<file path="src/rtl/wpm_pkg.sv">
// Shared build-time defaults for the wheel pulse rate counter.
// Assumes: all users take their parameter defaults from here.
package wpm_pkg;
    localparam int unsigned CNT_W_DEF       = 32;
    localparam int unsigned WIN_W_DEF       = 32;
    localparam int unsigned SYNC_STAGES_DEF = 2;
    localparam int unsigned DEF_WIN_CYC_DEF = 50_000_000; // 500 ms at 100 MHz
endpackage

</file>
<file path="src/rtl/wpm_edge_sync.sv">
// Brings the asynchronous sensor line into the clock domain and flags
// each rising edge for one cycle.
// Assumes: STAGES >= 2 and sensor pulses last at least two clock cycles.
module wpm_edge_sync #(
    parameter int unsigned STAGES = wpm_pkg::SYNC_STAGES_DEF
) (
    input  logic clk,
    input  logic rst_n,
    input  logic din,
    output logic rise
);
    logic [STAGES-1:0] sync_q;
    logic              last_q;

    // Shift the raw level through the synchroniser chain.
    always_ff @(posedge clk) begin
        if (!rst_n) begin
            sync_q <= '0;
        end else begin
            sync_q <= {sync_q[STAGES-2:0], din};
        end
    end

    // Remember the synchronised level from the previous cycle.
    always_ff @(posedge clk) begin
        if (!rst_n) begin
            last_q <= 1'b0;
        end else begin
            last_q <= sync_q[STAGES-1];
        end
    end

    // The level is high now and was low one cycle earlier.
    always_comb begin
        rise = sync_q[STAGES-1] & ~last_q;
    end
endmodule

</file>
<file path="src/rtl/wpm_win_timer.sv">
// Counts clock cycles and raises tick in the last cycle of each window.
// The timer restarts at once after each window ends.
// Assumes: DEF_WIN_CYC >= 1. A win_len of 0 selects DEF_WIN_CYC.
module wpm_win_timer #(
    parameter int unsigned WIN_W       = wpm_pkg::WIN_W_DEF,
    parameter int unsigned DEF_WIN_CYC = wpm_pkg::DEF_WIN_CYC_DEF
) (
    input  logic             clk,
    input  logic             rst_n,
    input  logic [WIN_W-1:0] win_len,
    output logic             tick
);
    localparam logic [WIN_W-1:0] DEF_LEN = WIN_W'(DEF_WIN_CYC);
    localparam logic [WIN_W-1:0] ONE     = WIN_W'(1);

    logic [WIN_W-1:0] tmr_q;
    logic [WIN_W-1:0] eff_len;

    // Pick the window length in force.
    always_comb begin
        eff_len = (win_len == '0) ? DEF_LEN : win_len;
    end

    // Last cycle of the window. ">=" also ends a window early when the length is shortened.
    always_comb begin
        tick = (tmr_q >= (eff_len - ONE));
    end

    // Advance the cycle count and restart it at each window end.
    always_ff @(posedge clk) begin
        if (!rst_n) begin
            tmr_q <= '0;
        end else if (tick) begin
            tmr_q <= '0;
        end else begin
            tmr_q <= tmr_q + ONE;
        end
    end
endmodule

</file>
<file path="src/rtl/wpm_pulse_acc.sv">
// Saturating pulse accumulator with capture register, strobe and ready flag.
// Assumes: rise and tick are single-cycle qualifiers in the clk domain.
module wpm_pulse_acc #(
    parameter int unsigned CNT_W = wpm_pkg::CNT_W_DEF
) (
    input  logic             clk,
    input  logic             rst_n,
    input  logic             rise,
    input  logic             tick,
    input  logic             rd_ack,
    output logic [CNT_W-1:0] sample_cnt,
    output logic             sample_ovf,
    output logic             sample_stb,
    output logic             sample_rdy
);
    localparam logic [CNT_W-1:0] CNT_MAX = {CNT_W{1'b1}};
    localparam logic [CNT_W-1:0] CNT_ONE = CNT_W'(1);

    logic [CNT_W-1:0] acc_q;
    logic             ovf_run_q;

    // Running count. A pulse on the capture edge starts the next window.
    always_ff @(posedge clk) begin
        if (!rst_n) begin
            acc_q     <= '0;
            ovf_run_q <= 1'b0;
        end else if (tick) begin
            acc_q     <= rise ? CNT_ONE : '0;
            ovf_run_q <= 1'b0;
        end else if (rise) begin
            if (acc_q == CNT_MAX) begin
                ovf_run_q <= 1'b1;
            end else begin
                acc_q <= acc_q + CNT_ONE;
            end
        end
    end

    // Load the holding register and its overflow flag at the window end.
    always_ff @(posedge clk) begin
        if (!rst_n) begin
            sample_cnt <= '0;
            sample_ovf <= 1'b0;
        end else if (tick) begin
            sample_cnt <= acc_q;
            sample_ovf <= ovf_run_q;
        end
    end

    // One-cycle notice of a fresh sample.
    always_ff @(posedge clk) begin
        if (!rst_n) begin
            sample_stb <= 1'b0;
        end else begin
            sample_stb <= tick;
        end
    end

    // Sticky ready flag. A capture takes priority over a read acknowledge.
    always_ff @(posedge clk) begin
        if (!rst_n) begin
            sample_rdy <= 1'b0;
        end else if (tick) begin
            sample_rdy <= 1'b1;
        end else if (rd_ack) begin
            sample_rdy <= 1'b0;
        end
    end
endmodule

</file>
<file path="src/rtl/wheel_pulse_meter.sv">
// Top level: sensor synchroniser, window timer and pulse accumulator.
// Reports pulses per programmable window of system clock cycles.
// Assumes: single clock domain. sens_in may be fully asynchronous.
module wheel_pulse_meter #(
    parameter int unsigned CNT_W       = wpm_pkg::CNT_W_DEF,
    parameter int unsigned WIN_W       = wpm_pkg::WIN_W_DEF,
    parameter int unsigned SYNC_STAGES = wpm_pkg::SYNC_STAGES_DEF,
    parameter int unsigned DEF_WIN_CYC = wpm_pkg::DEF_WIN_CYC_DEF
) (
    input  logic             clk,
    input  logic             rst_n,
    input  logic             sens_in,
    input  logic [WIN_W-1:0] win_len,
    input  logic             rd_ack,
    output logic [CNT_W-1:0] sample_cnt,
    output logic             sample_ovf,
    output logic             sample_stb,
    output logic             sample_rdy
);
    logic rise;
    logic tick;

    wpm_edge_sync #(.STAGES(SYNC_STAGES)) u_sync (
        .clk   (clk),
        .rst_n (rst_n),
        .din   (sens_in),
        .rise  (rise)
    );

    wpm_win_timer #(.WIN_W(WIN_W), .DEF_WIN_CYC(DEF_WIN_CYC)) u_timer (
        .clk     (clk),
        .rst_n   (rst_n),
        .win_len (win_len),
        .tick    (tick)
    );

    wpm_pulse_acc #(.CNT_W(CNT_W)) u_acc (
        .clk        (clk),
        .rst_n      (rst_n),
        .rise       (rise),
        .tick       (tick),
        .rd_ack     (rd_ack),
        .sample_cnt (sample_cnt),
        .sample_ovf (sample_ovf),
        .sample_stb (sample_stb),
        .sample_rdy (sample_rdy)
    );
endmodule

</file>
<file path="config.mk">
export PLATFORM = sky130hd
export DESIGN_NAME = wheel_pulse_meter
export DESIGN_NICKNAME = d
export VERILOG_FILES = /design/src/rtl/wpm_pkg.sv /design/src/rtl/wpm_edge_sync.sv /design/src/rtl/wpm_win_timer.sv /design/src/rtl/wpm_pulse_acc.sv /design/src/rtl/wheel_pulse_meter.sv
export SDC_FILE = /design/constraint.sdc
export NUM_CORES = 1
export LEC_CHECK = 0
export ABC_AREA = 1
export CAP_MARGIN = 20
export CORE_ASPECT_RATIO = 0.6
export CORE_UTILIZATION = 25
export DETAILED_ROUTE_END_ITERATION = 7
export DONT_BUFFER_PORTS = 1
export PLACE_DENSITY_LB_ADDON = 0.08
export SYNTH_ARGS = -nofsm -noshare
export SYNTH_HDL_FRONTEND = slang
export SYNTH_SLANG_ARGS = --single-unit
</file>
<file path="constraint.sdc">
create_clock -name clk -period 3.6 [get_ports clk]
set_input_delay 0.18 -clock clk [delete_from_list [all_inputs] [get_ports clk]]
set_output_delay 0.18 -clock clk [all_outputs]
set_load 0.02 [all_outputs]
</file>
# Yosys cells after proc, flatten, opt, wreduce, memory -nomap -nowiden

Index checks and enable logic that the tools add are counted.

Bits in registers: 103
Bits in latches: 0
Bits in writable memories: 0
ROM bits: 0
Input port bits: 36
Output and inout port bits: 35
Word-level logic and storage cells: 31
Memories kept: 0

$add $sub $neg: 3
Multiply operators: 0
Div/mod/pow operators: 0
$lt $le $gt $ge: 1
Eq/ne operators: 2
Shift operators: 0
Muxes and demuxes: 7
Bitwise logic cells: 3
Reduce and logical (&&, ||, !) cells: 6

Operator list:

| operator                                                              | count |
|---|---|
| 32-bit two-way mux                                                    | 4 |
| 32-bit by 1-bit adder with 32-bit output (second input constant)      | 2 |
| 32-bit equality test (second input constant)                          | 1 |
| 32-bit >= comparator                                                  | 1 |
| 32-bit zero test                                                      | 1 |
| 32-bit by 1-bit subtractor with 32-bit output (second input constant) | 1 |
| 2-bit AND reduction                                                   | 2 |
| 2-bit nonzero test                                                    | 2 |
| 1-bit two-way mux                                                     | 3 |
| 2-bit by 1-bit != test with 1-bit output (second input constant)      | 1 |
| 1-bit NOT                                                             | 2 |
| 2-bit OR reduction                                                    | 1 |
| 1-bit AND                                                             | 1 |

# Depth between registers and ports, before layout

Depth after elaboration: 6
Gate-level depth with buffers: 25
Mapped depth without buffers: 23

# By module

Synthesis repeated with hierarchy kept, for this count alone.

Cells, all modules: 1089
Area total of the unflattened synthesis: 7085.5 um2

By module, submodules not included:

| module        | instances | cells each | area an instance (um2) | seq. area each (um2) |
|---|---|---|---|---|
| wpm_win_timer | 1         | 554        | 3632.2                 | 640.6 |
| wpm_pulse_acc | 1         | 524        | 3360.7                 | 1361.3 |
| wpm_edge_sync | 1         | 11         | 92.6                   | 60.1 |

# Worst setup path before layout

Ideal clock, no wire load.

Path type: input to register
From: input port win_len[9]
To: register u_acc.acc_q[13]
Library setup time: 117 ps
Arrival: 2712 ps
Required time: 3483 ps
Slack: 771 ps
Stages on the path: 23
Path buffers: 2
Cells stage by stage: nor2_1 > nand2_1 > nor2_1 > nand2_1 > nor2_1 > buf_4 > nor2_2 > nand2_1 > nor2_1 > nand3_2 > inv_1 > nand3_1 > nand2_1 > ha_1 > nand2_1 > nor4_1 > and3_1 > nand2_1 > nand2_2 > nor2_4 > inv_2 > buf_2 > nor2_1

Cells in the longest elaborated chain, start to end: 6
Elaborated cells on any way between the ends: 8
Classes of those cells: add/sub (1); order compare (1); eq/ne (1); mux (2); reduce/logical (3)

RTL lines:

| item                                                                                                   | RTL line                | text |
|---|---|---|
| start: declaration                                                                                     | wheel_pulse_meter.sv:13 | `input logic [WIN_W-1:0] win_len,` |
| 32-bit zero test                                                                                       | wpm_win_timer.sv:21     | `eff_len = (win_len == '0) ? DEF_LEN : win_len;` |
| 32-bit two-way mux (*)                                                                                 | wpm_win_timer.sv:21     |  |
| 32-bit by 1-bit subtractor with 32-bit output (*)                                                      | wpm_win_timer.sv:26     | `tick = (tmr_q >= (eff_len - ONE));` |
| 32-bit >= comparator (*)                                                                               | wpm_win_timer.sv:26     |  |
| 2-bit by 1-bit != test with 1-bit output (no source line) / 2-bit nonzero test (equally long branches) | n/a                     |  |
| 2-bit AND reduction (no source line)                                                                   | n/a                     |  |
| end signal: assignment                                                                                 | wpm_pulse_acc.sv:28     | `acc_q <= rise ? CNT_ONE : '0;` |
| end signal: assignment                                                                                 | wpm_pulse_acc.sv:34     | `acc_q <= acc_q + CNT_ONE;` |
| end: declaration                                                                                       | wpm_pulse_acc.sv:19     | `logic [CNT_W-1:0] acc_q;` |

Mark *: on every way between the ends. The rest lies on a longest branch, timed or not.
A chain may end at the register's enable or synchronous reset.

# Worst setup path in the final report

From: input port win_len[29]
To: register u_timer.tmr_q[25]

Cells in the longest elaborated chain, start to end: 5

RTL lines:

| item                                              | RTL line            | text |
|---|---|---|
| 32-bit zero test                                  | wpm_win_timer.sv:21 |  |
| 32-bit two-way mux (*)                            | wpm_win_timer.sv:21 |  |
| 32-bit by 1-bit subtractor with 32-bit output (*) | wpm_win_timer.sv:26 |  |
| 32-bit >= comparator (*)                          | wpm_win_timer.sv:26 |  |
| 2-bit OR reduction (no source line) (*)           | n/a                 |  |
| end signal: assignment                            | wpm_win_timer.sv:36 | `tmr_q <= tmr_q + ONE;` |
| end: declaration                                  | wpm_win_timer.sv:16 | `logic [WIN_W-1:0] tmr_q;` |

Marked as above.

==> summary.txt <==
CTS
  – Clock sink count: 103
  – PostCTS Resize Cnt: 0
  – Total CTS buffers: 9
  – Worst-skew pair later-pin latency: between 300 and 400 ps
  – Max Buffers Root-to-Sink: 2
  – Root Driver: clkbuf_16
  – Clk slew on worst S/H paths: around 70 ps
  – H-tree depth: 3
  – CTS tree: built

Global routing
  – Antenna violations before repair: 0
  – Total GRT Usage: 0.149
  – Largest net degree at the start of global routing: 36
  – Number of global-route vias before repair: ~5,400
  – First-pass GRT wire length: 30,700 um
  – GRT overflow: 0

Pwr
  – Total power: 0.00235 W
  – Leak: 3.10 nW
  – Pwr Density: between 300 and 400 nW/um^2
  – VDD IR max: 207 uV

Synthesis
  – Synth unique cells: 38
  – Synth warnings: 0
  – Post-Syn Instances: slightly below 1,000
  – Synth area leaders: dfxtp_1 (32%), nand2_1 (15%), nor2_1 (10%), ha_1 (6.7%), inv_1 (6.6%)
  – Yosys reg bits: about 100
  – Synthesized Nets: 1,055
  – Synth Flop Type: dfxtp_1
  – Synth area leader: dfxtp_1
  – Async SR Flop Fraction: 0
  – Synth cell count leaders: nand2_1 (252), nor2_1 (180), inv_1 (115), dfxtp_1 (103), nand3_1 (82)
  – Post-synth EDFFs: 0
  – Syn Area/Cell: roughly 6.6 sq um
  – Top-area cell type share of the netlist area: 0.316
  – Sequential element share of the synthesized area: 0.316
  – Mapped cell area: 6520 sq um
  – Most frequent cell after synthesis: nand2_1

STA
  – Part of the cycle the worst path needs: 0.913
  – Tightest Pin Transition: 752 ps
  – Worst Skew: about 12 ps
  – Fmax: 0.304 GHz
  – Slew headroom: 0.497
  – Final hold violations: 0
  – Final Max Slew Viols: 0
  – Fin worst setup slack: 312 ps
  – Unrepaired setup endpoints after global routing: false
  – Setup violators final: 0
  – Fin Setup TNS: 0 ps
  – Tmin final: 3290 ps

Floorplanning
  – Initial Util: 0.256
  – Core Area: 25,400 sq um
  – Die area: 26,700 sq um
  – # IOs: between 70 and 80
  – Die Wd: 210 um
  – FP Rows: between 40 and 50
  – Die Ht: 127 um

Finish
  – Final std cells w/o fill: 1,353
  – N_diodes: 0
  – Area Growth Syn to Fin: 13.3%
  – Layout cells sized above 1: 0.0779
  – Final Net Count: 1,067

Route
  – WL/cell: about 14 um
  – Post-route ant nets: 0
  – Remaining DRCs: 0
  – Router iterations before antenna repair: 5
  – Vias: 5,815
  – Wirelength, routed: 19,300 um
  – DR iter-0 viols: ~450
  – Vias per std cell: 4.30

Placed design
  – Placed cells: ~1,300
  – Routability cong.: 0.836
  – Worst slack at placement: 17.2 ps
  – DP Wirelength: 15,500 um
  – IO buf count: 0

Run status
  – Status: finished, final reports clean

Setup path
  – Crit Path Category: in -> reg
  – Critical Path AT: 3520 ps
  – Startpoint Class: input port
  – Top fanout value on the critical path: 31
  – Crit end category: flop
  – Crit-path max cell delay: between 300 and 400 ps
  – Required @ worst endpoint: 3840 ps
  – CP Cell Sequence: nor2_1 -> nand2_1 -> nor2_1 -> nand2_1 -> nor2_1 -> buf_12 -> nor2_2 -> nand3_2 -> nor2_1 -> nand2_1 -> o21ai_0 -> ha_1 -> nand2_1 -> nor4_1 -> and3_1 -> nand2_1 -> nand2_2 -> nor2_4 -> inv_2 -> buf_12 -> nor2_1
  – Worst path slowest cell: nor4_1

Hold path
  – Hold crit path type: in -> reg

Flow run
  – Max Cap Viol: 0
## flip-flops by register name, indices dropped and copies added (netlist names)
register	flops
u_sync.last_q	1
u_acc.sample_ovf	1
u_acc.sample_stb	1
u_timer.tmr_q	32
u_acc.sample_cnt	32
u_acc.acc_q	32
u_acc.ovf_run_q	1
u_acc.sample_rdy	1
u_sync.sync_q	2
## cell usage in the layout (no fill, tap or decap), drive strengths merged
cell type    count
a21boi           1
a21oi           19
a31o             2
and3             1
buf             17
bufinv           1
clkbuf          12
clkinv           2
dfxtp          103
dlygate4sd3      4
ha              35
inv            120
nand2          260
nand3           88
nand3b           3
nand4           21
nor2           201
nor3            29
nor4             3
o211ai           2
o21a             1
o21ai            9
o21bai           7
o31ai            1
or2              1
xnor2           23
xor2            35
## power by group
| group | switching [W] | internal, W | leakage (nW) |
|---|---|---|---|
| clock network | 0.000454 | 0.000581 | 0.153 |
| registers | 0.00000502 | 0.00114 | 0.831 |
| logic | 0.000104 | 0.0000591 | 2.11 |
| total | 0.000563 | 0.00178 | 3.10 |
## cell type report
cell class / instances / area [sq um]
clock inverter: 4 / 52.6
multi-input combinational: 742 / 3890
inverter: 119 / 449
tap: 352 / 440
clock buffer: 12 / 256
fill: 2893 / 18100
sequential: 103 / 2060
timing repair buffer: 21 / 230
## kinds of logic (layout without fill, tap and decap cells)
group,after synthesis,count (layout),share of synthesized area
compound gates,42,42,0.0380
xor+xnor,58,58,0.0779
fa+ha+maj,35,35,0.0672
buf+inv,139,156,0.0866
flops,103,103,0.316
simple gates,607,607,0.414
## per-stage QoR
step | instance area (sq um) | util | hold slack (ps)
final | 7380 | 0.290 | 100
after CTS | 7380 | 0.290 | 85.0
after detailed placement | 7010 | 0.276 | 286
after global routing | 7380 | 0.290 | 85.8
after floorplan | 6520 | - | 278
after global placement | 7010 | 0.276 | 289
## timing repair
item,in CTS,in global routing
hold buffers,5,0
buffers inserted,0,0
endpoints found under the hold margin,37,0
## worst max-delay path, delay by kind of cell
| family | cells | cell delay, ps |
|---|---|---|
| and+or+nand+nor | 16 | 2360 |
| buffers and inverters | 3 | 470 |
| adders and majority gates | 1 | 320 |
| AOI/OAI and AO/OA | 1 | 180 |
## final timing paths
path	startpoint	to	slack, ps	cells after the start
min reg2reg	u_sync.sync_q[1]$_SDFF_PN0_	u_sync.last_q$_SDFF_PN0_	430	2
max	win_len[29]	u_timer.tmr_q[25]$_SDFF_PP0_	310	21
max reg2reg	u_acc.acc_q[0]$_SDFFE_PN0P_	u_acc.acc_q[3]$_SDFFE_PN0P_	1420	10
min	rst_n	u_acc.sample_rdy$_SDFFE_PN0P_	100	2
## routing by layer
| metal | track usage | part of all wire | vias up | routed length (um) |
|---|---|---|---|---|
| met5 | 0 | 0 | - | 0 |
| met4 | 0.0230 | 0.0058 | 0 | 112 |
| met3 | 0.0369 | 0.051 | 8 | 978 |
| met2 | 0.172 | 0.32 | 102 | 6210 |
| met1 | 0.258 | 0.62 | 2564 | 12000 |
| li1 | - | - | 3141 | - |
No activity file was read; power rests on OpenSTA's default activity.
